**src/rtl/spi_sw_pkg.sv**
```systemverilog
package spi_sw_pkg;
  localparam int SYNC_STAGES_DEF = 2;

  typedef struct packed {
    logic rise;
    logic fall;
  } edge_t;
endpackage

```
**src/rtl/spi_sw_sync.sv**
```systemverilog
module spi_sw_sync
  import spi_sw_pkg::*;
#(
  parameter int STAGES = SYNC_STAGES_DEF
) (
  input  logic  clk_i,
  input  logic  rst_ni,
  input  logic  sclk_i,
  input  logic  si_i,
  input  logic  csb_i,
  output edge_t sclk_edge_o,
  output edge_t csb_edge_o,
  output logic  si_o,
  output logic  csb_low_o
);
  localparam int LAST = STAGES - 1;
  localparam logic [2:0] IDLE = 3'b100;  // {csb, si, sclk}

  logic [STAGES-1:0][2:0] sync_q;
  logic sclk_q, csb_q;
  logic sclk_s, si_s, csb_s;

  always_ff @(posedge clk_i or negedge rst_ni) begin
    if (!rst_ni) begin
      sync_q <= {STAGES{IDLE}};
    end else begin
      sync_q[0] <= {csb_i, si_i, sclk_i};
      for (int s = 1; s < STAGES; s++) sync_q[s] <= sync_q[s-1];
    end
  end

  assign {csb_s, si_s, sclk_s} = sync_q[LAST];

  always_ff @(posedge clk_i or negedge rst_ni) begin
    if (!rst_ni) begin
      sclk_q <= 1'b0;
      csb_q  <= 1'b1;
    end else begin
      sclk_q <= sclk_s;
      csb_q  <= csb_s;
    end
  end

  // serial clock edges count only inside a frame
  assign sclk_edge_o.rise = sclk_s & ~sclk_q & ~csb_s;
  assign sclk_edge_o.fall = ~sclk_s & sclk_q & ~csb_s;
  assign csb_edge_o.rise  = csb_s & ~csb_q;
  assign csb_edge_o.fall  = ~csb_s & csb_q;
  assign si_o             = si_s;
  assign csb_low_o        = ~csb_s;
endmodule

```
**src/rtl/spi_sw_shift.sv**
```systemverilog
module spi_sw_shift
  import spi_sw_pkg::*;
#(
  parameter int FRAME_W = 16
) (
  input  logic               clk_i,
  input  logic               rst_ni,
  input  edge_t              sclk_edge_i,
  input  edge_t              csb_edge_i,
  input  logic               csb_low_i,
  input  logic               si_i,
  input  logic [FRAME_W-1:0] status_i,
  output logic               so_o,
  output logic [FRAME_W-1:0] rx_word_o,
  output logic               frame_ok_o
);
  localparam int CNT_W = $clog2(FRAME_W);

  logic [FRAME_W-1:0] tx_sr_q, rx_sr_q;
  logic [CNT_W-1:0]   cnt_q;
  logic               seen_q, si_hold_q;

  always_ff @(posedge clk_i or negedge rst_ni) begin
    if (!rst_ni) begin
      tx_sr_q   <= '0;
      rx_sr_q   <= '0;
      cnt_q     <= '0;
      seen_q    <= 1'b0;
      si_hold_q <= 1'b0;
    end else if (csb_edge_i.fall) begin
      tx_sr_q <= status_i;
      cnt_q   <= '0;
      seen_q  <= 1'b0;
    end else begin
      if (sclk_edge_i.fall) begin
        rx_sr_q   <= {rx_sr_q[FRAME_W-2:0], si_i};
        si_hold_q <= si_i;
        cnt_q     <= cnt_q + 1'b1;
        seen_q    <= 1'b1;
      end
      // first rising edge presents the MSB already loaded; later ones advance
      if (sclk_edge_i.rise && seen_q)
        tx_sr_q <= {tx_sr_q[FRAME_W-2:0], si_hold_q};
    end
  end

  assign so_o       = tx_sr_q[FRAME_W-1];
  assign rx_word_o  = rx_sr_q;
  assign frame_ok_o = seen_q && (cnt_q == '0);

  a_r4_status_loaded: assert property (@(posedge clk_i) disable iff (!rst_ni)
    csb_edge_i.fall |=> tx_sr_q == $past(status_i));

  a_r9_idle_no_edges: assert property (@(posedge clk_i) disable iff (!rst_ni)
    !csb_low_i |-> !(sclk_edge_i.rise || sclk_edge_i.fall));

  a_r8_one_bit_advance: assert property (@(posedge clk_i) disable iff (!rst_ni)
    (sclk_edge_i.rise && seen_q && !csb_edge_i.fall)
      |=> tx_sr_q[FRAME_W-1] == $past(tx_sr_q[FRAME_W-2]));
endmodule

```
**src/rtl/spi_sw_regs.sv**
```systemverilog
module spi_sw_regs #(
  parameter int N_OUT  = 12,
  parameter int ADDR_W = 3
) (
  input  logic                             clk_i,
  input  logic                             rst_ni,
  input  logic                             wr_en_i,
  input  logic [ADDR_W+N_OUT:0]            word_i,
  output logic [N_OUT-1:0]                 out_en_o,
  output logic [(2**ADDR_W-1)*N_OUT-1:0]   cfg_o,
  output logic                             wd_o
);
  localparam int N_CFG   = 2**ADDR_W - 1;
  localparam int FRAME_W = ADDR_W + N_OUT + 1;

  logic [ADDR_W-1:0] addr;
  logic [N_OUT-1:0]  data;
  logic [N_OUT-1:0]  out_en_q;
  logic              wd_q;

  assign addr = word_i[N_OUT +: ADDR_W];
  assign data = word_i[N_OUT-1:0];

  always_ff @(posedge clk_i or negedge rst_ni) begin
    if (!rst_ni) begin
      out_en_q <= '0;
      wd_q     <= 1'b0;
    end else if (wr_en_i) begin
      wd_q <= word_i[FRAME_W-1];
      if (addr == '0) out_en_q <= data;
    end
  end

  for (genvar a = 1; a <= N_CFG; a++) begin : g_cfg
    logic [N_OUT-1:0] q;
    always_ff @(posedge clk_i or negedge rst_ni) begin
      if (!rst_ni)                                q <= '0;
      else if (wr_en_i && addr == ADDR_W'(a))     q <= data;
    end
    assign cfg_o[(a-1)*N_OUT +: N_OUT] = q;
  end

  assign out_en_o = out_en_q;
  assign wd_o     = wd_q;

  a_r6_hold_without_write: assert property (@(posedge clk_i) disable iff (!rst_ni)
    !wr_en_i |=> $stable(out_en_o) && $stable(cfg_o) && $stable(wd_o));

  a_r2_onoff_write: assert property (@(posedge clk_i) disable iff (!rst_ni)
    (wr_en_i && addr == '0) |=> out_en_o == $past(data));

  a_r3_cfg_untouched_by_onoff: assert property (@(posedge clk_i) disable iff (!rst_ni)
    (wr_en_i && addr == '0) |=> $stable(cfg_o));
endmodule

```
**src/rtl/spi_switch_ctrl.sv**
```systemverilog
module spi_switch_ctrl
  import spi_sw_pkg::*;
#(
  parameter int N_OUT       = 12,
  parameter int ADDR_W      = 3,
  parameter int N_DIN       = 6,
  parameter int SYNC_STAGES = SYNC_STAGES_DEF
) (
  input  logic                            clk_i,
  input  logic                            rst_ni,
  input  logic                            sclk_i,
  input  logic                            si_i,
  input  logic                            csb_i,
  output logic                            so_o,
  output logic                            so_oe_o,
  input  logic [N_OUT-1:0]                fault_i,
  input  logic [N_DIN-1:0]                din_i,
  output logic [N_OUT-1:0]                out_en_o,
  output logic [(2**ADDR_W-1)*N_OUT-1:0]  cfg_o,
  output logic                            wd_o
);
  localparam int FRAME_W = ADDR_W + N_OUT + 1;
  localparam int DIN_GRP = N_DIN / 2;

  edge_t              sclk_edge, csb_edge;
  logic               si_s, csb_low, sr_msb, frame_ok, wr_en;
  logic [FRAME_W-1:0] rx_word, status;
  logic [DIN_GRP-1:0] din_sel;

  spi_sw_sync #(.STAGES(SYNC_STAGES)) u_sync (
    .clk_i       (clk_i),
    .rst_ni      (rst_ni),
    .sclk_i      (sclk_i),
    .si_i        (si_i),
    .csb_i       (csb_i),
    .sclk_edge_o (sclk_edge),
    .csb_edge_o  (csb_edge),
    .si_o        (si_s),
    .csb_low_o   (csb_low)
  );

  // input group chosen by the watchdog bit stored from the last valid command
  assign din_sel = wd_o ? din_i[N_DIN-1 -: DIN_GRP] : din_i[DIN_GRP-1:0];
  assign status  = {wd_o, din_sel, fault_i};

  spi_sw_shift #(.FRAME_W(FRAME_W)) u_shift (
    .clk_i       (clk_i),
    .rst_ni      (rst_ni),
    .sclk_edge_i (sclk_edge),
    .csb_edge_i  (csb_edge),
    .csb_low_i   (csb_low),
    .si_i        (si_s),
    .status_i    (status),
    .so_o        (sr_msb),
    .rx_word_o   (rx_word),
    .frame_ok_o  (frame_ok)
  );

  assign wr_en = csb_edge.rise & frame_ok;

  spi_sw_regs #(.N_OUT(N_OUT), .ADDR_W(ADDR_W)) u_regs (
    .clk_i    (clk_i),
    .rst_ni   (rst_ni),
    .wr_en_i  (wr_en),
    .word_i   (rx_word),
    .out_en_o (out_en_o),
    .cfg_o    (cfg_o),
    .wd_o     (wd_o)
  );

  assign so_oe_o = csb_low;
  assign so_o    = csb_low & sr_msb;

  a_r5_wd_changes_on_write_only: assert property (@(posedge clk_i) disable iff (!rst_ni)
    !csb_edge.rise |=> $stable(wd_o));
endmodule

```
**config.mk**
```make
export PLATFORM = sky130hd
export DESIGN_NAME = spi_switch_ctrl
export DESIGN_NICKNAME = d
export VERILOG_FILES = /design/src/rtl/spi_sw_pkg.sv /design/src/rtl/spi_sw_sync.sv /design/src/rtl/spi_sw_shift.sv /design/src/rtl/spi_sw_regs.sv /design/src/rtl/spi_switch_ctrl.sv
export SDC_FILE = /design/constraint.sdc
export NUM_CORES = 1
export LEC_CHECK = 0
export BUFFER_PORTS_ARGS = -buffer_cell sky130_fd_sc_hd__buf_2
export CORE_MARGIN = 2
export CORE_UTILIZATION = 45
export DETAILED_ROUTE_END_ITERATION = 10
export GPL_TIMING_DRIVEN = 0
export PLACE_DENSITY = 0.74
export SETUP_SLACK_MARGIN = 0.2
export SLEW_MARGIN = 30
export SYNTH_ARGS = -nofsm -noshare
export SYNTH_HDL_FRONTEND = slang
export SYNTH_SLANG_ARGS = --single-unit
```
**constraint.sdc**
```tcl
create_clock -name clk_i -period 2.3 [get_ports clk_i]
set_input_delay 0.345 -clock clk_i [delete_from_list [all_inputs] [get_ports clk_i]]
set_output_delay 0.345 -clock clk_i [all_outputs]
set_load 0.02 [all_outputs]
```
==> flow_summary_export.csv <==
group,metric,value,unit
routing,first_iter_violations,180,
critical_path,endpoint_kind,"flip-flop",
final_layout,drive_gt1_share,59.9,%
synthesis,syn_avg_cell_area,16.1,um^2
place,dp_hpwl,7.94,mm
clocking,clkTransAtPathRegs,0.05,ns
timing,grt_setup_unrepaired,"no",
grt,gr-total-overflow,0,
synthesis,synth_compound_area_share,3.30,%
timing,worst_pin_slew,0.624,ns
clocking,cts_buffers,17,
synthesis,muxShareOfSynthArea,24.4,%
synthesis,netlist_top_cells_area,"dfrtp_1, mux2_2, a221o_1",
critical_path,cp_max_fo,8,
routing,routedWlPerCell,17.2,um
power,total_power,5900,uW
synthesis,synth_area,5660,um^2
clocking,clk_latency,0.41,ns
clocking,clockRootBuffer,"clkbuf_16",
synthesis,yosysSeqAreaShare,62.9,%
grt,antenna_found_initial,0,
synthesis,synth.distinct_cells,37,
synthesis,ys_seq_elements,142,
final_layout,final_common_cell,"dfrtp_1",
status,status,"finished, final reports clean",
synthesis,synth_edf_count,0,
critical_path,required,2.60,ns
clocking,cts_tree,"yes",
critical_path,cp-start-kind,"flip-flop",
place,dp_cells,642,
floorplanning,initial_utilization,46.5,%
clocking,cts-htree-levels,4,
routing,firstDrtPassIters,4,
place,place_congestion,0.834,
synthesis,synthArstFlopShare,100,%
critical_path,cp.arrival,2.35,ns
critical_path,crit_type,"flip-flop to flip-flop",
floorplanning,core_area,12200,um^2
place,portBuffers,121,
clocking,cts.sinks,142,
timing,setup_viol,0,
routing,ant_nets,0,
grt,track_usage,18.6,%
synthesis,syn-num-nets,377,
power,peakVddDrop,0.510,mV
synthesis,netlist_instances,352,
synthesis,yosysTopAreaCellShare,61.5,%
power,p_leak,0.00386,uW
synthesis,ys.warnings.count,0,
floorplanning,rows,40,
timing,slew_viol_final,0,
routing,wirelength,11.7,mm
grt,grt_pass1_vias,3497,
final_layout,final_cells,682,
critical_path,ff2ff_setup_slack,0.24,ns
routing,drt-vias-per-instance,5.01,
timing,clock_skew,0.00777,ns
routing,post-route-drc-count,0,
synthesis,synthXorXnorAreaFrac,0,%
power,p_per_area,819,nW/um^2
floorplanning,die_w,116,um
floorplanning,die_h,116,um
routing,num_vias,3417,
timing,min_period,2.06,ns
timing,fmax,486,MHz
clocking,clockBufferDepth,2,
final_layout,nNetsFinal,526,
synthesis,yosys.area_share.adder,0.442,%
grt,grt_max_degree,85,
timing,maxSlewHeadroom,58.4,%
grt,grt_pass1_wl,18.6,mm
timing,hold_violations,0,
timing,period_share,89.5,%
run,drv_cap,0,
synthesis,synth_ff_type,"dfrtp_1",
synthesis,yosys.area_share.simple,6.35,%
synthesis,synth_top_family_by_area,"multiplexers",
final_layout,antenna_cells,0,
synthesis,synth_top_cell_by_area,"dfrtp_1",
floorplanning,pin_count,122,
min_path,hp-class,"input pin to flip-flop",
final_layout,mostFrequentLayoutCells,"dfrtp_1, buf_2, mux2_2",
final_layout,area_delta_synth_final,27.3,%
floorplanning,die_area,13500,um^2
[layer usage]
metal  vias up  wire, um  track usage (%)
met3        16       520             5.24
met2        79      5800             29.0
li1       1571         -                -
met4         0       208             8.10
met5         -         0                0
met1      1751      5220             24.6
[synth_stat cells (2+ instances only)]
cell type	count
nor2b_1	2
mux2_2	121
clkbuf_1	3
a21oi_1	3
dfstp_2	3
buf_6	4
buf_4	5
nor3_4	3
and2_1	10
o21ai_0	3
a22oi_1	2
o2bb2ai_1	2
ha_1	2
a221o_1	10
or3_1	2
inv_1	8
nor2_1	3
dfrtp_1	139
nand2b_1	2
mux2i_1	2
buf_2	4
nor4_4	4
[metrics by stage]
step | TNS [ns] | hold WS, ns | worst slack (ns) | util, % | instance area (um^2)
final | 0 | 0.0314 | 0.242 | 59.2 | 7200
after global routing | 0 | 0.0171 | 0.180 | 59.2 | 7200
after CTS | 0 | 0.0102 | 0.208 | 58.7 | 7140
after detailed placement | 0 | 0.335 | 0.179 | 53.5 | 6510
after global placement | -132.53 | 0.335 | -0.960 | 53.2 | 6470
after floorplan | 0 | 0.0494 | 0.487 | - | 5660
[cell families after synthesis]
kind of cell               after synthesis
muxes                                  123
adders and majority gates                2
DFF                                    142
buffers and inverters                   25
and+or+nand+nor                         37
AOI/OAI and AO/OA                       23
[where the power goes]
part	total [uW]	internal (uW)	switching, uW
Sequential	2750	2620	126
Combinational	381	174	206
Clock	2770	1790	983
Total	5900	4590	1320
[path summary, 6_finish.rpt]
path	startpoint	end	cells past startpoint
worst max-delay path	u_sync.csb_s	u_regs.out_en_o[4]	6
worst min-delay path	csb_i	u_sync.sync_q[2]	1
worst max register to register	u_sync.csb_s	u_regs.out_en_o[4]	6
worst min register to register	u_sync.sync_q[0]	u_sync.sclk_s	0
max in group asynchronous	rst_ni	u_regs.g_cfg[2].q[9]	3
min in group asynchronous	rst_ni	u_shift.tx_sr_q[12]	2
[registers in the layout (all words and copies together), names as in the netlist]
name,flops
u_shift.cnt_q,4
u_shift.rx_word_o,16
u_sync.sync_q,3
u_sync.sclk_q,1
u_sync.sclk_s,1
u_regs.out_en_o,12
u_shift.seen_q,1
u_regs.wd_o,1
u_regs.g_cfg.q,84
u_sync.csb_s,1
u_shift.tx_sr_q,16
u_sync.si_o,1
u_sync.csb_q,1
[worst max-delay path: stages, from the launching register on]
cell and delay [ns]:
dfstp_2 0.63, nand4bb_1 0.20, buf_6 0.20, nor4b_4 0.21
buf_4 0.18, clkbuf_4 0.19, mux2_2 0.34
[area by class of cell]
| class | instances | area, um^2 |
|---|---|---|
| fill | 972 | 4960 |
| sequential | 142 | 3560 |
| multi-input combinational | 185 | 1950 |
| timing repair buffer | 131 | 711 |
| clock buffer | 22 | 474 |
| tap | 168 | 210 |
| clock inverter | 10 | 136 |
| buffer | 16 | 133 |
| inverter | 8 | 30.0 |
[what timing repair did]
action                                  in CTS  in global routing
gates resized for setup                      2                  4
pin swaps                                    0                  3
buffers inserted                             0                  6
hold buffers                                 1                  0
gates cloned                                 0                  2
endpoints found under the setup margin      19                 54
endpoints found under the hold margin       80                  0
(Power assumes the default switching activity.)
